`config.mk`:
```
export PLATFORM = sky130hd
export DESIGN_NAME = blk_xlate_unit
export DESIGN_NICKNAME = d
export VERILOG_FILES = /design/src/rtl/bxu_pkg.sv /design/src/rtl/bxu_bank_store.sv /design/src/rtl/bxu_entry_cmp.sv /design/src/rtl/bxu_pick.sv /design/src/rtl/blk_xlate_unit.sv
export SDC_FILE = /design/constraint.sdc
export NUM_CORES = 1
export LEC_CHECK = 0
export BUFFER_PORTS_ARGS = -buffer_cell sky130_fd_sc_hd__buf_2
export CAP_MARGIN = 20
export CORE_MARGIN = 2
export CORE_UTILIZATION = 35
export CTS_CLUSTER_DIAMETER = 50
export CTS_CLUSTER_SIZE = 10
export DETAILED_ROUTE_END_ITERATION = 12
export RECOVER_POWER = 100
export REMOVE_ABC_BUFFERS = 1
export SLEW_MARGIN = 15
export SYNTH_ARGS = -nofsm -noshare
export SYNTH_HDL_FRONTEND = slang
export SYNTH_SLANG_ARGS = --single-unit
```
`constraint.sdc`:
```
create_clock -name clk -period 34.2 [get_ports clk]
set_input_delay 6.84 -clock clk [delete_from_list [all_inputs] [get_ports clk]]
set_output_delay 6.84 -clock clk [all_outputs]
set_load 0.05 [all_outputs]
```
`src/rtl/bxu_pkg.sv`:
```
package bxu_pkg;
  localparam int WORD_W = 32;
  localparam int MSK_W  = 11;
  localparam int PROT_W = 3;

  typedef struct packed {
    logic              usable;
    logic [PROT_W-1:0] prot;
    logic [WORD_W-1:0] paddr;
  } ent_res_t;

  function automatic logic [PROT_W-1:0] code_to_prot(input logic [1:0] code);
    case (code)
      2'd0:    code_to_prot = 3'b000;
      2'd2:    code_to_prot = 3'b111;
      default: code_to_prot = 3'b101;
    endcase
  endfunction
endpackage

```
`src/rtl/bxu_bank_store.sv`:
```
module bxu_bank_store import bxu_pkg::*; #(
  parameter int ENTRIES = 4,
  localparam int IDX_W = (ENTRIES > 1) ? $clog2(ENTRIES) : 1
) (
  input  logic                            clk,
  input  logic                            rst_n,
  input  logic                            cfg_we,
  input  logic                            cfg_bank,
  input  logic [IDX_W-1:0]                cfg_idx,
  input  logic                            cfg_tag,
  input  logic [WORD_W-1:0]               cfg_wdata,
  output logic [1:0][ENTRIES-1:0][WORD_W-1:0] tag_q,
  output logic [1:0][ENTRIES-1:0][WORD_W-1:0] map_q
);
  for (genvar b = 0; b < 2; b++) begin : g_bank
    for (genvar e = 0; e < ENTRIES; e++) begin : g_ent
      logic tag_en, map_en;
      always_comb begin
        tag_en = cfg_we && (cfg_bank == b[0]) && (cfg_idx == e[IDX_W-1:0]) && cfg_tag;
        map_en = cfg_we && (cfg_bank == b[0]) && (cfg_idx == e[IDX_W-1:0]) && !cfg_tag;
      end
      always_ff @(posedge clk or negedge rst_n) begin
        if (!rst_n) begin
          tag_q[b][e] <= '0;
          map_q[b][e] <= '0;
        end else begin
          if (tag_en) tag_q[b][e] <= cfg_wdata;
          if (map_en) map_q[b][e] <= cfg_wdata;
        end
      end
    end
  end
endmodule

```
`src/rtl/bxu_entry_cmp.sv`:
```
module bxu_entry_cmp import bxu_pkg::*; (
  input  logic [WORD_W-1:0] tag_w,
  input  logic [WORD_W-1:0] map_w,
  input  logic [WORD_W-1:0] addr,
  input  logic              user,
  output ent_res_t          res
);
  logic [MSK_W-1:0] blk_mask;
  logic             hi_eq, mid_eq, priv_ok;
  logic             unused_bits;

  always_comb begin
    blk_mask = tag_w[12:2];
    hi_eq    = (addr[31:28] == tag_w[31:28]);
    mid_eq   = ((addr[27:17] & ~blk_mask) == tag_w[27:17]);
    priv_ok  = user ? tag_w[0] : tag_w[1];
    res.usable = hi_eq && mid_eq && priv_ok;
    res.prot   = code_to_prot(map_w[1:0]);
    res.paddr  = {map_w[31:28], (addr[27:17] & blk_mask) | map_w[27:17], addr[16:0]};
  end

  assign unused_bits = ^{tag_w[16:13], map_w[16:2]};
endmodule

```
`src/rtl/bxu_pick.sv`:
```
module bxu_pick import bxu_pkg::*; #(
  parameter int ENTRIES = 4
) (
  input  ent_res_t [ENTRIES-1:0] cand,
  input  logic                   is_write,
  input  logic                   is_fetch,
  output logic                   hit,
  output logic                   deny,
  output logic [PROT_W-1:0]      prot,
  output logic [WORD_W-1:0]      paddr
);
  always_comb begin
    hit   = 1'b0;
    prot  = '0;
    paddr = '0;
    for (int i = ENTRIES - 1; i >= 0; i--) begin
      if (cand[i].usable) begin
        hit   = 1'b1;
        prot  = cand[i].prot;
        paddr = cand[i].paddr;
      end
    end
    deny = hit && ((prot == 3'b000) || (is_write && !is_fetch && !prot[1]));
  end
endmodule

```
`src/rtl/blk_xlate_unit.sv`:
```
module blk_xlate_unit import bxu_pkg::*; #(
  parameter int ENTRIES = 4,
  localparam int IDX_W = (ENTRIES > 1) ? $clog2(ENTRIES) : 1
) (
  input  logic               clk,
  input  logic               rst_n,
  input  logic               cfg_we,
  input  logic               cfg_bank,
  input  logic [IDX_W-1:0]   cfg_idx,
  input  logic               cfg_tag,
  input  logic [31:0]        cfg_wdata,
  input  logic               req_valid,
  input  logic               req_fetch,
  input  logic               req_write,
  input  logic               req_user,
  input  logic [31:0]        req_addr,
  output logic               rsp_valid,
  output logic               rsp_hit,
  output logic               rsp_deny,
  output logic [2:0]         rsp_prot,
  output logic [31:0]        rsp_paddr
);
  logic [1:0] rst_pipe;
  logic       rst_sync_n;

  always_ff @(posedge clk or negedge rst_n) begin
    if (!rst_n) rst_pipe <= 2'b00;
    else        rst_pipe <= {rst_pipe[0], 1'b1};
  end
  assign rst_sync_n = rst_pipe[1];

  logic [1:0][ENTRIES-1:0][WORD_W-1:0] tag_q, map_q;

  bxu_bank_store #(.ENTRIES(ENTRIES)) u_store (
    .clk(clk), .rst_n(rst_sync_n), .cfg_we(cfg_we), .cfg_bank(cfg_bank),
    .cfg_idx(cfg_idx), .cfg_tag(cfg_tag), .cfg_wdata(cfg_wdata),
    .tag_q(tag_q), .map_q(map_q)
  );

  ent_res_t [ENTRIES-1:0] cand;

  for (genvar e = 0; e < ENTRIES; e++) begin : g_cmp
    bxu_entry_cmp u_cmp (
      .tag_w(tag_q[req_fetch][e]), .map_w(map_q[req_fetch][e]),
      .addr(req_addr), .user(req_user), .res(cand[e])
    );
  end

  logic              hit_d, deny_d;
  logic [PROT_W-1:0] prot_d;
  logic [WORD_W-1:0] paddr_d;

  bxu_pick #(.ENTRIES(ENTRIES)) u_pick (
    .cand(cand), .is_write(req_write), .is_fetch(req_fetch),
    .hit(hit_d), .deny(deny_d), .prot(prot_d), .paddr(paddr_d)
  );

  logic              res_en;
  logic              vld_n, hit_n, deny_n;
  logic [PROT_W-1:0] prot_n;
  logic [WORD_W-1:0] paddr_n;

  always_comb begin
    res_en  = req_valid;
    vld_n   = req_valid;
    hit_n   = res_en ? hit_d   : rsp_hit;
    deny_n  = res_en ? deny_d  : rsp_deny;
    prot_n  = res_en ? prot_d  : rsp_prot;
    paddr_n = res_en ? paddr_d : rsp_paddr;
  end

  always_ff @(posedge clk or negedge rst_sync_n) begin
    if (!rst_sync_n) begin
      rsp_valid <= 1'b0;
      rsp_hit   <= 1'b0;
      rsp_deny  <= 1'b0;
      rsp_prot  <= '0;
      rsp_paddr <= '0;
    end else begin
      rsp_valid <= vld_n;
      rsp_hit   <= hit_n;
      rsp_deny  <= deny_n;
      rsp_prot  <= prot_n;
      rsp_paddr <= paddr_n;
    end
  end
endmodule

```
==> results.json, run 1 <==
{
  "path_max_fanout": 81,
  "hold_start": "rst_pipe[0]",
  "setup.worst_path.start": "req_fetch",
  "syn_area_um2": 18700,
  "num_vias": 13100,
  "area_growth_syn_to_layout_pct": 12.7,
  "drtIter0Drc": 1070,
  "maxSlewViolCount": 844,
  "yosys.area.top_type": "dfrtp_1",
  "clock-sinks": 399,
  "synthCells": 1555,
  "dieArea_um2": 55300,
  "worstMarginPinSlew_ns": 3.93,
  "post_cts_buffers": 0,
  "wl_um": 54800,
  "antenna_found_initial": 2,
  "overflow": 0,
  "finalClockSkew_ns": 0.0166,
  "utilization_pct": 40.0,
  "cts-resized-gates": 0,
  "start_kind": "primary input",
  "synth_warnings": 0,
  "crit_chain": "clkbuf_1 -> clkbuf_1 -> mux2i_1 -> xor2_1 -> o2111ai_1 -> nor4_1 -> o2111ai_2 -> clkbuf_1 -> nand4_1 -> inv_1 -> o32ai_1",
  "violations": "capacitance limit, slew limit",
  "critPathKind": "in2reg",
  "synthDistinctLibCells": 58,
  "crit_top_cell": "clkbuf_1",
  "cts_root_buffer": "clkbuf_16",
  "dp_hpwl_um": 36300,
  "fmax_ghz": 0.0653,
  "postCtsHoldBufs": 0,
  "post_dp_cell_area_um2": 19900,
  "insertion_delay_ns": 0.55,
  "critPathMaxStageDelay_ns": 2.68,
  "hold_slack_ns": 0.350,
  "nets": 1710,
  "maxCapViolations": 20,
  "drc": 0,
  "numCtsBuffers": 48,
  "htree_levels": 2,
  "fin_crit_sh_pct": 44.8,
  "wl_per_cell_um": 23.5,
  "worst_slack_ns": 18.89,
  "wl_met2_um": 26300,
  "place_congestion": 0.840,
  "first_pass_iters": 5,
  "finalSetupTns_ns": 0,
  "dr_wl_met3_um": 2770,
  "highest-signal-layer": "met5",
  "grt_pass1_wl_um": 83600,
  "synth-seq-cells": 399,
  "viasPerCell": 5.60,
  "r2r-start": "rst_pipe[1]",
  "grt_max_degree": 82,
  "yosys.area.top_type_share_pct": 53.4,
  "syn_area_per_cell_um2": 12.0,
  "initial_core_util_pct": 35.5,
  "core.rowCount": 84,
  "synth_flop_cell": "dfrtp_1",
  "portBuffers": 108,
  "setup_viol": 0,
  "peakVddDrop_uv": 34.6,
  "leakagePower_nw": 8.76,
  "stdcell_area_um2": 21100,
  "min-delay-path-class": "reg2reg",
  "hold_viol": 0,
  "post-place-ws_ns": 22.74,
  "clk_pin_slew_ns": 0.05,
  "critPathArrivalTime_ns": 15.74,
  "outcome": "complete, but fails checks",
  "die_h_um": 235,
  "period_minus_slack_ns": 15.31,
  "rsz0062_at_grt": "false",
  "synth_edf_count": 0,
  "required_ns": 34.62,
  "cp_slowest_cell": "clkbuf_1",
  "grt_pass1_vias": 13500,
  "tritoncts": "yes",
  "drive_gt1_share_pct": 30.4,
  "coreArea_um2": 52700,
  "synth_common_cells": "dfrtp_1 (399), mux2_2 (369), o21ai_0 (136)",
  "die_x_um": 235,
  "grt_usage_pct": 19.6,
  "antenna_left": 0,
  "clock_path_buffers": 3,
  "endpoint_kind": "flip-flop",
  "synthMostInstantiatedCell": "dfrtp_1",
  "io_pins": 113,
  "m1WireLength_um": 23200,
  "synthTopCellsByArea": "dfrtp_1 (53%), mux2_2 (22%), o21ai_0 (3.6%)",
  "fillCellCount": 5026,
  "power_density_nw_per_um2": 63.7,
  "ys_seq_area_share_pct": 53.4,
  "synth_async_sr_flop_share_pct": 100,
  "relSlewSlack_pct": -162
}
## report_power, final
part / internal (mW) / switching, mW
combinational: 0.122 / 0.117
clock: 0.275 / 0.183
sequential: 0.574 / 0.0719
total: 0.971 / 0.372
## cell type report
class | instances | area (um^2) | area share [%]
flip-flops and latches | 399 | 9980 | 47.4
multi-input cells | 1013 | 8110 | 38.5
clock buffers | 56 | 1280 | 6.09
well taps | 688 | 861 | 4.09
repair buffers | 134 | 603 | 2.86
inverters | 39 | 146 | 0.695
clock inverters | 6 | 82.6 | 0.392
diodes | 1 | 2.50 | 0.0119
## kinds of logic (layout without fill, tap and decap cells)
kind of cell    Yosys count  in the layout  synth area share, %
flops                   399            399                 53.4
mux                     391            391                 23.4
compound gates          389            389                 12.8
simple gates            211            211                 6.11
buf+inv                 143            235                 3.31
xor+xnor                 21             21                0.984
other cells               1              2               0.0201
## worst max-delay path, delay by kind of cell
| family | cells | cell delay (ns) |
|---|---|---|
| muxes | 1 | 0.34 |
| and+or+nand+nor | 2 | 1.69 |
| AOI/OAI and AO/OA | 3 | 0.75 |
| buffers and inverters | 4 | 5.65 |
| xor gates and xnor gates | 1 | 0.34 |
## flip-flops by register name, indices dropped and copies added, names as in the netlist
| name | cells |
|---|---|
| u_store.tag_q | 224 |
| u_store.map_q | 136 |
| rsp_paddr | 32 |
| rsp_prot | 2 |
| rst_pipe | 2 |
| rsp_deny | 1 |
| rsp_hit | 1 |
| rsp_valid | 1 |
## placed cells by master, fill, tap and decap left out, drive strengths merged, types with 3 or more instances in the layout
cell	count
a211oi	72
a21o	22
a21oi	91
a221oi	4
a22oi	4
a32oi	3
buf	70
clkbuf	120
clkinv	3
dfrtp	399
inv	39
mux2	369
mux2i	22
nand2	15
nand2b	31
nand3	24
nand4	17
nor2	34
nor2b	9
nor3	48
nor3b	13
nor4	3
o2111ai	9
o211ai	7
o21a	5
o21ai	138
o221ai	3
o22ai	9
o31ai	6
or3	8
xnor2	14
xor2	7
## stage by stage
stage	instances	total power, mW
global route	2335	1.41
finish	2336	1.34
detailed placement	2271	0.892
CTS	2333	1.35
global placement	2270	0.878
floorplan	1451	0.800
## metal layers
metal | up-vias | global-route usage (%)
met2 | 316 | 32.3
met5 | - | 0
li1 | 5871 | -
met3 | 111 | 3.78
met1 | 6779 | 25.0
met4 | 2 | 8.94
## worst paths after layout
check                               endpoint  slack (ns)  cells after the start
setup / recovery                    rsp_deny       18.89                     11
hold / removal                   rst_pipe[1]        0.35                      0
setup reg to reg           u_store.tag_q[34]       26.44                      2
hold reg to reg                  rst_pipe[1]        0.35                      0
max in group asynchronous  u_store.tag_q[34]       26.44                      2
min in group asynchronous          rsp_valid        1.19                      0
Note: power is estimated with default switching activity, not from simulation.
==> inputs of run 2 (changes only) <==
clock period = 15.87 ns   (was 34.2 ns; I/O delays follow)
==> results.json, run 2 (synthesized netlist as in run 1, its figures left out) <==
{
  "overflow": 0,
  "worstMarginPinSlew_ns": 4.56,
  "critPathKind": "in2reg",
  "leakagePower_nw": 8.73,
  "critPathMaxStageDelay_ns": 2.61,
  "finalSetupTns_ns": 0,
  "cts-resized-gates": 0,
  "htree_levels": 2,
  "fmax_ghz": 0.0931,
  "fin_crit_sh_pct": 67.7,
  "cp_top_family": "buffers and inverters",
  "coreArea_um2": 52700,
  "antenna_left": 0,
  "num_vias": 13100,
  "regMostFlops": "u_store.tag_q",
  "drc": 0,
  "cp_slowest_cell": "clkbuf_1",
  "viasPerCell": 5.62,
  "core.rowCount": 84,
  "maxSlewViolCount": 801,
  "nets": 1712,
  "grt_max_degree": 85,
  "stdcell_area_um2": 21000,
  "antenna_found_initial": 0,
  "layout_commonest_cell": "dfrtp_1",
  "drive_gt1_share_pct": 30.2,
  "relSlewSlack_pct": -204,
  "insertion_delay_ns": 0.58,
  "swShare_pct": 28.4,
  "period_minus_slack_ns": 10.74,
  "critPathArrivalTime_ns": 11.19,
  "pwr-share-seq_pct": 48.9,
  "clock-sinks": 399,
  "io_pins": 113,
  "dp_hpwl_um": 36100,
  "setup_viol": 0,
  "most-common-layout-cells": "dfrtp_1 (399), mux2_2 (367), o21ai_0 (136)",
  "area_growth_syn_to_layout_pct": 12.2,
  "reg_top3": "u_store.tag_q: 224 flops, u_store.map_q: 136 flops, rsp_paddr: 32 flops",
  "r2r-start": "rst_pipe[1]",
  "clock_path_buffers": 3,
  "cp_num_buf_inv": 4,
  "grt_pass1_wl_um": 83600,
  "post_cts_buffers": 0,
  "rsz0062_at_grt": "false",
  "grt_pass1_vias": 13300,
  "dieArea_um2": 55300,
  "place_congestion": 0.861,
  "initial_core_util_pct": 35.5,
  "diodes": 0,
  "p_sw_mw": 0.808,
  "cts_root_buffer": "clkbuf_16",
  "numCtsBuffers": 47,
  "hold_start": "rst_pipe[0]",
  "multiInputGateArea_um2": 8110,
  "portBuffers": 108,
  "largest_register_ffs": 224,
  "wl_per_cell_um": 23.6,
  "crit_chain": "buf_6 -> clkbuf_1 -> clkbuf_1 -> nor3_1 -> o21ai_0 -> o2111ai_1 -> nor3_1 -> nand4_1 -> buf_4 -> a221o_1 -> o311ai_0 -> o211ai_1 -> o32ai_1",
  "first_pass_iters": 7,
  "final-seq-area_um2": 9980,
  "path_max_fanout": 75,
  "intPower_mw": 2.04,
  "outcome": "complete, but fails checks",
  "power_density_nw_per_um2": 136,
  "peakVddDrop_uv": 63.1,
  "required_ns": 16.32,
  "setup.worst_path.start": "req_fetch",
  "grt_usage_pct": 19.6,
  "postCtsHoldBufs": 0,
  "hold_viol": 0,
  "violations": "capacitance limit, slew limit",
  "p_comb_share_pct": 18.1,
  "post_dp_cell_area_um2": 19900,
  "fillCellCount": 5036,
  "tritoncts": "yes",
  "finalClockSkew_ns": 0.0192,
  "endpoint_kind": "flip-flop",
  "start_kind": "primary input",
  "maxCapViolations": 19,
  "wl_um": 55100,
  "drtIter0Drc": 972,
  "clk_pin_slew_ns": 0.06,
  "min-delay-path-class": "reg2reg",
  "die_x_um": 235,
  "p_clk_share_pct": 33.1,
  "die_h_um": 235
}
run 2: final timing paths:
| kind | endpoint | slack [ns] | cells past startpoint |
|---|---|---|---|
| worst max-delay path | rsp_deny | 5.13 | 13 |
| worst min-delay path | rst_pipe[1] | 0.35 | 0 |
| worst max register to register | u_store.tag_q[134] | 7.62 | 2 |
| worst min register to register | rst_pipe[1] | 0.35 | 0 |
| max in group asynchronous | u_store.tag_q[134] | 7.62 | 2 |
| min in group asynchronous | u_store.map_q[156] | 0.81 | 0 |
run 2: final cells by class:
type	instances	share of cell area [%]
multi-input combinational	1013	38.6
sequential	399	47.6
tap	688	4.10
clock inverter	5	0.137
inverter	39	0.698
timing repair buffer	137	2.98
clock buffer	54	5.87
run 2: power groups by stage:
| stage | sequential (mW) | clock (mW) | combinational [mW] |
|---|---|---|---|
| CTS | 1.39 | 0.961 | 0.519 |
| detailed placement | 1.40 | 0 | 0.517 |
| global route | 1.42 | 1.00 | 0.561 |
| finish | 1.39 | 0.941 | 0.514 |
| global placement | 1.39 | 0 | 0.503 |
| floorplan | 1.38 | 0 | 0.347 |
run 2: stage by stage:
| stage | hold WS [ns] | utilization [%] | setup slack, ns | std cells | power (mW) |
|---|---|---|---|---|---|
| floorplan | 0.331 | - | 3.93 | 1451 | 1.72 |
| global placement | 0.336 | 37.8 | 7.77 | 2272 | 1.89 |
| detailed placement | 0.337 | 37.8 | 7.73 | 2272 | 1.92 |
| CTS | 0.350 | 40.2 | 8.31 | 2331 | 2.87 |
| global route | 0.355 | 39.9 | 4.66 | 2335 | 2.98 |
| finish | 0.349 | 39.9 | 5.13 | 2335 | 2.85 |
run 2: per-layer routing:
metal,global-route usage (%),vias up,wire (um)
li1,-,5876,-
met1,25.3,6831,23800
met2,33.5,324,27200
met3,3.55,90,2540
met4,6.21,0,1580
met5,0,-,0
==> inputs of run 3 (changes only) <==
clock period = 8.6 ns   (was 15.87 ns; I/O delays follow)
==> results.json, run 3 (synthesized netlist as in run 1, its figures left out) <==
{
  "clock-sinks": 399,
  "required_ns": 9.00,
  "fmax_ghz": 0.144,
  "post_cts_buffers": 0,
  "antenna_left": 0,
  "initial_core_util_pct": 35.5,
  "hold_path_depth": 0,
  "hold_start": "rst_pipe[0]",
  "wl_per_cell_um": 23.3,
  "postCtsHoldBufs": 0,
  "peakVddDrop_uv": 136,
  "drive_gt1_share_pct": 30.4,
  "overflow": 0,
  "reg_top3": "u_store.tag_q: 224 flops, u_store.map_q: 136 flops, rsp_paddr: 32 flops",
  "coreArea_um2": 52700,
  "dp_hpwl_um": 35400,
  "first_pass_iters": 5,
  "post_dp_cell_area_um2": 19900,
  "hold_slack_ns": 0.353,
  "num_vias": 13100,
  "final_cell_count_no_fill": 2333,
  "rsz0062_at_grt": "false",
  "r2r-start": "rst_pipe[1]",
  "cts-resized-gates": 0,
  "dpl.cell_count": 2272,
  "layout_commonest_cell": "dfrtp_1",
  "finalClockSkew_ns": 0.0244,
  "path_max_fanout": 48,
  "critPathArrivalTime_ns": 7.34,
  "area_growth_syn_to_layout_pct": 12.3,
  "crit_chain": "buf_6 -> buf_4 -> clkbuf_1 -> or3_1 -> o31ai_1 -> a221oi_1 -> nand4_1 -> a2111oi_0 -> o21ai_0 -> nand2_1 -> o21ai_0",
  "leakagePower_nw": 8.74,
  "cp_slowest_cell": "clkbuf_1",
  "drc": 0,
  "min-delay-path-class": "reg2reg",
  "hold_viol": 0,
  "grt_usage_pct": 19.6,
  "tritoncts": "yes",
  "maxCapViolations": 16,
  "cts_root_buffer": "clkbuf_16",
  "critPathKind": "in2reg",
  "insertion_delay_ns": 0.57,
  "grt_pass1_wl_um": 83000,
  "endpoint_kind": "flip-flop",
  "whs_endpoint": "rst_pipe[1]",
  "utilization_pct": 39.9,
  "worstMarginPinSlew_ns": 4.11,
  "portBuffers": 108,
  "outcome": "complete, but fails checks",
  "nets": 1710,
  "clk_pin_slew_ns": 0.06,
  "io_pins": 113,
  "crit_top_cell": "o21ai_0",
  "reg2reg_depth": 1,
  "setup_viol": 0,
  "antenna_found_initial": 1,
  "grt_pass1_vias": 13300,
  "r2r_end": "u_store.map_q[183]",
  "die_x_um": 235,
  "htree_levels": 2,
  "violations": "capacitance limit, slew limit",
  "core.rowCount": 84,
  "dieArea_um2": 55300,
  "numCtsBuffers": 47,
  "wl_um": 54400,
  "power_density_nw_per_um2": 250,
  "maxSlewViolCount": 614,
  "place_congestion": 0.848,
  "largest_register_ffs": 224,
  "grt_max_degree": 144,
  "critPathMaxStageDelay_ns": 1.44,
  "start_kind": "primary input",
  "fin_crit_sh_pct": 80.6,
  "ff2ff_setup_slack_ns": 2.66,
  "most-common-layout-cells": "dfrtp_1 (399), mux2_2 (367), o21ai_0 (136)",
  "viasPerCell": 5.61,
  "regMostFlops": "u_store.tag_q",
  "drtIter0Drc": 994,
  "relSlewSlack_pct": -174,
  "die_h_um": 235,
  "stdcell_area_um2": 21000,
  "clock_path_buffers": 3,
  "period_minus_slack_ns": 6.94
}
run 3: cell type report:
| cell class | count | area [um^2] |
|---|---|---|
| repair buffers | 135 | 646 |
| well taps | 688 | 861 |
| flip-flops and latches | 399 | 9980 |
| diodes | 1 | 2.50 |
| multi-input cells | 1013 | 8100 |
| fillers | 5013 | 31700 |
| inverters | 39 | 146 |
| clock buffers | 54 | 1230 |
| clock inverters | 4 | 27.5 |
run 3: worst max path at each step:
stage	slack, ns	endpoint	depth (start not counted)	startpoint
detailed placement	2.30	rsp_deny	11	req_fetch
finish	1.66	rsp_paddr[25]	11	req_fetch
floorplan	-3.34	rsp_deny	0	rst_pipe[1]
CTS	2.86	rsp_deny	11	req_fetch
global placement	2.41	rsp_deny	11	req_fetch
global route	1.40	rsp_deny	11	req_fetch
run 3: metal layers:
metal,part of all wire (%),up-vias,global-route usage (%)
met3,4.9,88,3.37
met5,0,-,0
met2,49,321,32.5
li1,-,5872,-
met4,3.5,0,8.00
met1,43,6815,25.3
run 3: report_power, final:
group	internal, mW	switching, mW
logic	0.485	0.461
clock network	0.996	0.735
registers	2.28	0.285
run 3: critical path, delay by kind of cell:
family / cells / cell delay, ns
AOI/OAI and AO/OA: 5 / 1.90
buffers and inverters: 3 / 2.23
and+or+nand+nor: 3 / 1.43
run 3: stage by stage:
stage / setup WS [ns] / setup TNS (ns) / power [mW]
2_1_floorplan: -3.34 / -1327.57 / 3.18
3_3_place_gp: 2.41 / 0 / 3.49
3_5_place_dp: 2.30 / 0 / 3.54
4_1_cts: 2.86 / 0 / 5.29
5_1_grt: 1.40 / 0 / 5.51
6_report: 1.66 / 0 / 5.24
